$ cat config.mk
export PLATFORM = sky130hd
export DESIGN_NAME = nd_and_tester
export DESIGN_NICKNAME = d
export VERILOG_FILES = /design/src/rtl/ndat_pkg.sv /design/src/rtl/ndat_flagcalc.sv /design/src/rtl/ndat_opsel.sv /design/src/rtl/ndat_ioseq.sv /design/src/rtl/nd_and_tester.sv
export SDC_FILE = /design/constraint.sdc
export NUM_CORES = 1
export LEC_CHECK = 0
export BUFFER_PORTS_ARGS = -buffer_cell sky130_fd_sc_hd__buf_2
export CELL_PAD_IN_SITES_DETAIL_PLACEMENT = 2
export CELL_PAD_IN_SITES_GLOBAL_PLACEMENT = 2
export CORE_ASPECT_RATIO = 0.9
export CORE_UTILIZATION = 28
export CTS_BUF_LIST = sky130_fd_sc_hd__clkbuf_16
export CTS_CLUSTER_DIAMETER = 100
export DETAILED_ROUTE_END_ITERATION = 10
export PLACE_DENSITY = 0.91
export RECOVER_POWER = 25
export SYNTH_ARGS = -nofsm -noshare
export SYNTH_HDL_FRONTEND = slang
export SYNTH_HIERARCHICAL = 1
export SYNTH_SLANG_ARGS = --single-unit
export TNS_END_PERCENT = 50
$ cat constraint.sdc
create_clock -name clk -period 3.3 [get_ports clk]
set_input_delay 0.33 -clock clk [delete_from_list [all_inputs] [get_ports clk]]
set_output_delay 0.33 -clock clk [all_outputs]
set_load 0.01 [all_outputs]
$ cat src/rtl/ndat_pkg.sv
package ndat_pkg;
   typedef enum logic [1:0] {
      TM_REG = 2'b00,
      TM_IMM = 2'b01,
      TM_IO  = 2'b10,
      TM_RSV = 2'b11
   } tmode_e;

   localparam int FLG_W = 8;
   localparam int FLG_S = 7;
   localparam int FLG_Z = 6;
   localparam int FLG_H = 4;
   localparam int FLG_P = 2;
   localparam int FLG_N = 1;
   localparam int FLG_C = 0;
endpackage

$ cat src/rtl/ndat_flagcalc.sv
module ndat_flagcalc
   import ndat_pkg::*;
#(
   parameter int DATA_W      = 8,
   parameter bit PARITY_TREE = 1'b1
) (
   input  logic [DATA_W-1:0] res,
   output logic [FLG_W-1:0]  flg
);
   logic par_odd;

   generate
      if (PARITY_TREE) begin : g_par_tree
         assign par_odd = ^res;
      end else begin : g_par_chain
         logic [DATA_W:0] chain;
         assign chain[0] = 1'b0;
         for (genvar i = 0; i < DATA_W; i++) begin : g_bit
            assign chain[i+1] = chain[i] ^ res[i];
         end
         assign par_odd = chain[DATA_W];
      end
   endgenerate

   always_comb begin
      flg        = '0;
      flg[FLG_S] = res[DATA_W-1];
      flg[FLG_Z] = (res == '0);
      flg[FLG_H] = 1'b1;
      flg[FLG_P] = ~par_odd;
      flg[FLG_N] = 1'b0;
      flg[FLG_C] = 1'b0;
   end
endmodule

$ cat src/rtl/ndat_opsel.sv
module ndat_opsel
   import ndat_pkg::*;
#(
   parameter int DATA_W = 8
) (
   input  logic [1:0]        mode,
   input  logic              io_phase,
   input  logic [DATA_W-1:0] acc,
   input  logic [DATA_W-1:0] reg_opnd,
   input  logic [DATA_W-1:0] imm,
   input  logic [DATA_W-1:0] io_data,
   input  logic [DATA_W-1:0] io_imm,
   output logic [DATA_W-1:0] res
);
   logic [DATA_W-1:0] lhs, rhs;

   always_comb begin
      if (io_phase) begin
         lhs = io_data;
         rhs = io_imm;
      end else begin
         lhs = acc;
         rhs = (tmode_e'(mode) == TM_IMM) ? imm : reg_opnd;
      end
      res = lhs & rhs;
   end
endmodule

$ cat src/rtl/ndat_ioseq.sv
module ndat_ioseq #(
   parameter int DATA_W = 8,
   parameter int PORT_W = 8,
   parameter int ADDR_W = 16
) (
   input  logic              clk,
   input  logic              rst_n,
   input  logic              launch,
   input  logic [PORT_W-1:0] port,
   input  logic [DATA_W-1:0] imm,
   input  logic              rd_valid,
   output logic              rd_req,
   output logic [ADDR_W-1:0] addr,
   output logic [DATA_W-1:0] imm_q,
   output logic              finish
);
   localparam int PAD_W = ADDR_W - PORT_W;

   logic [PORT_W-1:0] port_q;

   always_ff @(posedge clk) begin
      if (!rst_n) begin
         rd_req <= 1'b0;
         port_q <= '0;
         imm_q  <= '0;
      end else if (launch) begin
         rd_req <= 1'b1;
         port_q <= port;
         imm_q  <= imm;
      end else if (finish) begin
         rd_req <= 1'b0;
      end
   end

   assign finish = rd_req & rd_valid;

   generate
      if (PAD_W > 0) begin : g_pad
         assign addr = {{PAD_W{1'b0}}, port_q};
      end else begin : g_nopad
         assign addr = port_q;
      end
   endgenerate
endmodule

$ cat src/rtl/nd_and_tester.sv
module nd_and_tester
   import ndat_pkg::*;
#(
   parameter int DATA_W      = 8,
   parameter int PORT_W      = 8,
   parameter int ADDR_W      = 16,
   parameter bit PARITY_TREE = 1'b1
) (
   input  logic              clk,
   input  logic              rst_n,
   input  logic              start,
   input  logic [1:0]        mode,
   input  logic [DATA_W-1:0] acc,
   input  logic [DATA_W-1:0] reg_opnd,
   input  logic [DATA_W-1:0] imm,
   input  logic [PORT_W-1:0] port_sel,
   output logic              io_rd_req,
   output logic [ADDR_W-1:0] io_addr,
   input  logic [DATA_W-1:0] io_rd_data,
   input  logic              io_rd_valid,
   output logic [FLG_W-1:0]  flags,
   output logic              done
);
   generate
      if (ADDR_W < PORT_W) begin : g_bad_addr
         $error("ADDR_W must be at least PORT_W");
      end
      if (DATA_W < 2) begin : g_bad_data
         $error("DATA_W must be at least 2");
      end
   endgenerate

   logic              accept, launch_io, direct, finish, update;
   logic [DATA_W-1:0] io_imm_q, res;
   logic [FLG_W-1:0]  flg_next;

   assign accept    = start & ~io_rd_req;
   assign launch_io = accept & (tmode_e'(mode) == TM_IO);
   assign direct    = accept & ((tmode_e'(mode) == TM_REG) | (tmode_e'(mode) == TM_IMM));
   assign update    = direct | finish;

   ndat_ioseq #(
      .DATA_W (DATA_W),
      .PORT_W (PORT_W),
      .ADDR_W (ADDR_W)
   ) u_ioseq (
      .clk      (clk),
      .rst_n    (rst_n),
      .launch   (launch_io),
      .port     (port_sel),
      .imm      (imm),
      .rd_valid (io_rd_valid),
      .rd_req   (io_rd_req),
      .addr     (io_addr),
      .imm_q    (io_imm_q),
      .finish   (finish)
   );

   ndat_opsel #(.DATA_W(DATA_W)) u_opsel (
      .mode     (mode),
      .io_phase (finish),
      .acc      (acc),
      .reg_opnd (reg_opnd),
      .imm      (imm),
      .io_data  (io_rd_data),
      .io_imm   (io_imm_q),
      .res      (res)
   );

   ndat_flagcalc #(
      .DATA_W      (DATA_W),
      .PARITY_TREE (PARITY_TREE)
   ) u_flagcalc (
      .res (res),
      .flg (flg_next)
   );

   always_ff @(posedge clk) begin
      if (!rst_n) begin
         flags <= '0;
         done  <= 1'b0;
      end else begin
         done <= update;
         if (update) flags <= flg_next;
      end
   end
endmodule

# --- Word-level counts from Yosys, hierarchy flattened ---
# Index checks and enable logic that the tools add are counted.
classes:
  n_eq_ne: 2
  muxes: 5
  bitwise_logic: 9
  n_reduce_logical: 4
ops:
  columns: ["op", "n"]
  rows:
  - ["$mux W8", 3]
  - ["$and A8 B8 Y8", 1]
  - ["$logic_not A8 Y1", 1]
  - ["$reduce_xor A8 Y1", 1]
  - ["$and A1 B1 Y1", 4]
  - ["$eq A2 B1 Y1 const B", 1]
  - ["$eq A2 B2 Y1 const B", 1]
  - ["$logic_not A2 Y1", 1]
  - ["$mux W1", 2]
  - ["$not A1 Y1", 2]
  - ["$or A1 B1 Y1", 2]
  - ["$reduce_bool A2 Y1", 1]
word_totals:
  register_bits: 22
  inputBits: 46
  out_inout_bits: 26
  wordCells: 25

# --- Logic depth before layout (Yosys ltp) ---
logic_depth:
  word_depth: 6
  ltp_mapped: 10

# --- Hierarchy ---
# Netlist, hierarchy kept.
modules_own_cells:
  columns: ["mod", "n_inst", "cells_per_inst", "area_each_um2", "seq_area_each_um2"]
  rows:
  - ["ndat_ioseq", 1, 64, 719.4, 340.3]
  - ["nd_and_tester", 1, 39, 370.4, 180.2]
  - ["ndat_opsel", 1, 35, 244.0, 0.0]
  - ["ndat_flagcalc", 1, 24, 167.7, 0.0]

# --- Worst setup path before layout ---
# No wires, ideal clock.
synth_path:
  kind: "flip-flop to flip-flop"
  start: "register u_ioseq.rd_req"
  end: "register flags[2]"
  setup_ps: 72
  arrival_time_ps: 1811
  required_ps: 3228
  slack_ps: 1417
  stages_incl_launch_ff: 11
  n_path_buf: 1
  period_less_slack_ps: 1883
  path_cell_list: "dfxtp_1 -> and2_1 -> buf_2 -> nand3_1 -> o21ai_1 -> inv_1 -> ha_1 -> xnor2_1 -> xnor2_1 -> nand2_1 -> mux2i_1"
synth_via:
  elab_chain_cells: 5
  elab_cells_between_ends: 10
  cone_classes: "mux (2); bitwise (7); reduce/logical (1)"
synth_lines:
  columns: ["element", "line_no", "rtl"]
  rows:
  - ["start: declaration", "ndat_ioseq.sv:12", "output logic rd_req,"]
  - ["start signal: assignment", "ndat_ioseq.sv:23", "rd_req <= 1'b0;"]
  - ["start signal: assignment", "ndat_ioseq.sv:27", "rd_req <= 1'b1;"]
  - ["start signal: assignment", "ndat_ioseq.sv:31", "rd_req <= 1'b0;"]
  - ["$and A1 B1 Y1 (*)", "ndat_ioseq.sv:35", "assign finish = rd_req & rd_valid;"]
  - ["net finish", "nd_and_tester.sv:33", "logic accept, launch_io, direct, finish, update;"]
  - ["$mux W8", "ndat_opsel.sv:18", "if (io_phase) begin"]
  - ["$and A8 B8 Y8 (*)", "ndat_opsel.sv:25", "res = lhs & rhs;"]
  - ["net res[2]", "nd_and_tester.sv:34", "logic [DATA_W-1:0] io_imm_q, res;"]
  - ["$reduce_xor A8 Y1 (*)", "ndat_flagcalc.sv:14", "assign par_odd = ^res;"]
  - ["$not A1 Y1 (*)", "ndat_flagcalc.sv:30", "flg[FLG_P] = ~par_odd;"]
  - ["net flg_next[2]", "nd_and_tester.sv:35", "logic [FLG_W-1:0] flg_next;"]
  - ["end signal: assignment", "nd_and_tester.sv:84", "if (update) flags <= flg_next;"]
  - ["end: declaration", "nd_and_tester.sv:21", "output logic [FLG_W-1:0] flags,"]
# Mark *: on every way through the listed nets, which the timed path passes. The rest lies on a longest branch.
# A chain may end at the register's enable or synchronous reset.

# --- Worst setup path in the final report ---
# Ends and elaborated chain as after synthesis.

==> impl_metrics.csv <==
group,metric,value,unit
floorplanning,die_x,79.2,um
cts,cts_setup_buffers,0,
pwr,power.leakage,0.000827,uW
synth,synth_ff_type,"dfxtp_1",
grt,grt-ovfl-total,0,
sta,setup_viol,0,
synth,synth-seq-cells,26,
sta,slew_headroom,0.597,
routing,remaining_drc_errors,0,
status,outcome,"completed",
critical_path,cp_slowest_cell,"and2_1",
critical_path,max_stage_delay,0.55,ns
cts,path_clk_slew,0.07,ns
pwr,vdd_drop_max,0.209,mV
sta,finalHoldViolCount,0,
critical_path,cp.required,3.50,ns
placement,io_buffers,63,
sta,tightest_slew,0.603,ns
synth,ys_warn_count,6,
final_layout,drive_gt1_frac,0.274,
sta,drv_slew,0,
cts,clk_latency,0.27,ns
critical_path,arrival,2.53,ns
synth,yosys-top-cells-count,"32 x mux2i_1, 26 x dfxtp_1, 18 x nor2b_1, 16 x nand2_1, 14 x buf_4",
synth,yosysMostFrequentCell,"mux2i_1",
synth,syn-mean-instance-area,9.27,um^2
synth,async_flop_share,0,
sta,clock.fmax,430,MHz
sta,clock_skew,0.00237,ns
critical_path,cp-end-kind,"flip-flop",
critical_path,criticalPathCategory,"flip-flop to flip-flop",
cts,cts_hold_buf,0,
pwr,p_sw_frac,0.260,
sta,rsz0062_at_grt,"no",
pwr,combPwrFrac,0.188,
critical_path,path_common_cell,"xnor2_1",
synth,synth.area.top_cells,"dfxtp_1 35%, mux2i_1 21%, nor2b_1 7.5%",
sta,final.period_utilization,0.705,
final_layout,antenna_cells,0,
synth,synth_edf_count,0,
routing,wl_per_cell,14.2,um
job,maxCapViolCount,0,
grt,grt_pass1_wl,6.78,mm
synth,ys_types,24,
cts,clock-sinks,26,
floorplanning,die_y,71.5,um
synth,netlist.area_leader.share,0.347,
placement,post-dp-hpwl,2.97,mm
routing,antenna_left,0,
cts,root_buffer,"clkbuf_16",
critical_path,path_max_fanout,17,
pwr,powerDensity,409,nW/um^2
floorplanning,num_rows,24,
cts,ctsHtreeMaxLevel,1,
grt,antenna_found_initial,0,
pwr,switchingPower,197,uW
routing,vias,1273,
synth,yosysSeqAreaShare,0.347,
routing,drtIter0Drc,24,
routing,dr.pass1.iters,3,
placement,place_congestion,0.685,
floorplanning,start_util,0.301,
final_layout,final_nets,270,
pwr,p_int,560,uW
sta,setup_tns,0,ns
sta,period_needed,2.33,ns
pwr,pwr-share-clk,0.369,
worst_hold_path,hp-class,"input pin to flip-flop",
grt,grt_max_degree,35,
grt,first_global_vias,1388,
sta,holdWs,0.322,ns
cts,cts_tree,"done",
pwr,seq_power_share,0.443,
final_layout,syn2layout_area_growth,23.4,%
cts,clockBufferDepth,2,
cts,ctsResizeCount,0,
floorplanning,die_area,5660,um^2
routing,routed_wl,4.04,mm
grt,grt_usage,0.159,
critical_path,cp_cell_sequence,"and2_1, nand3_1, o21ai_1, inv_1, ha_1, xnor2_1, xnor2_1, nand2_1, mux2i_1",
synth,synth_area,1500,um^2
routing,routed_via_density,4.48,
critical_path,crit_family,"simple AND/OR/NAND/NOR gates",
floorplanning,ios,72,
critical_path,critPathBufInv,1,
synth,synth_cells,162,
cts,numCtsBuffers,3,
final_layout,nFillCells,610,
floorplanning,core-area,4980,um^2
critical_path,worstSetupStartpointType,"flip-flop",
synth,synth_top_cell_by_area,"dfxtp_1",
==> routing by layer <==
layer  vias up  global-route usage  part of all wire
met1       609               0.173              0.40
met5         -                   0                 0
met3         5              0.0395             0.055
met2        41               0.289              0.52
met4         0              0.0727             0.020
li1        618                   -                 -
==> cell families after synthesis <==
group	synth area share
multiplexers	0.213
other	0.00750
buffers and inverters	0.133
adder cells (fa/ha/maj)	0.0333
flip-flops	0.347
AO/OA/AOI/OAI	0.0317
XOR/XNOR	0.0175
AND/OR/NAND/NOR	0.217
==> metrics by stage <==
step / utilization / setup WS [ns] / power, uW / instances / instance area, um^2
2_1_floorplan: - / 1.42 / 443 / 172 / 1540
6_report: 0.372 / 0.973 / 757 / 284 / 1850
3_3_place_gp: 0.359 / 1.20 / 480 / 280 / 1790
3_5_place_dp: 0.359 / 1.04 / 486 / 280 / 1790
4_1_cts: 0.374 / 0.912 / 776 / 284 / 1870
5_1_grt: 0.372 / 0.730 / 801 / 284 / 1850
==> state kept, by name, indices dropped and copies added, names as in the netlist <==
signal / flops
u_ioseq/imm_q: 8
flags: 8
u_ioseq/rd_req: 1
done: 1
u_ioseq/port_q: 8
==> path summary, 6_finish.rpt <==
| kind | from | endpoint | slack [ns] | depth (start not counted) |
|---|---|---|---|---|
| setup reg to reg | u_ioseq/rd_req | flags[2] | 0.97 | 9 |
| setup / recovery | u_ioseq/rd_req | flags[2] | 0.97 | 9 |
| hold reg to reg | flags[5] | flags[5] | 0.46 | 2 |
| hold / removal | port_sel[0] | u_ioseq/port_q[0] | 0.32 | 3 |
==> placed cells by master (no fill, tap or decap) <==
cell type | synthesis | final
dfxtp_1 | 26 | 26
clkinv_1 | 0 | 1
nor2_4 | 1 | 1
o21ai_1 | 8 | 8
nand3_1 | 8 | 8
clkbuf_16 | 0 | 3
mux2i_1 | 32 | 32
nand2_1 | 16 | 16
nor4bb_4 | 0 | 1
ha_1 | 4 | 4
nand2b_1 | 8 | 8
xnor2_1 | 3 | 3
conb_1 | 3 | 13
buf_4 | 14 | 1
and4_1 | 1 | 1
and2_1 | 1 | 1
nor2b_4 | 1 | 1
clkbuf_1 | 1 | 11
buf_2 | 3 | 52
nor2b_1 | 18 | 18
o21a_1 | 1 | 1
nor3b_2 | 1 | 1
inv_1 | 8 | 8
==> worst reg2reg max path: cells and delay by family, from the launching register on <==
kind            cells  cell delay, ns
xor+xnor            2            0.36
buf+inv             1            0.07
flops               1            0.44
simple gates        3            0.81
compound gates      1            0.13
mux                 1            0.13
fa+ha+maj           1            0.31
==> power by group through the flow <==
stage	clock network (uW)	logic [uW]	registers [uW]
2_1_floorplan	0	96.4	347
3_3_place_gp	0	138	342
3_5_place_dp	0	143	343
4_1_cts	294	146	336
5_1_grt	305	159	337
6_report	279	142	336
==> cell type report <==
class / count / area (um^2) / share of cell area
Sequential cell: 26 / 520 / 0.281
Clock inverter: 1 / 3.75 / 0.00203
Multi-Input combinational cell: 117 / 833 / 0.450
Clock buffer: 3 / 75.1 / 0.0405
Tap cell: 65 / 81.3 / 0.0439
Timing Repair Buffer: 64 / 309 / 0.167
Inverter: 8 / 30.0 / 0.0162
Power figures use the tool's default switching activity.
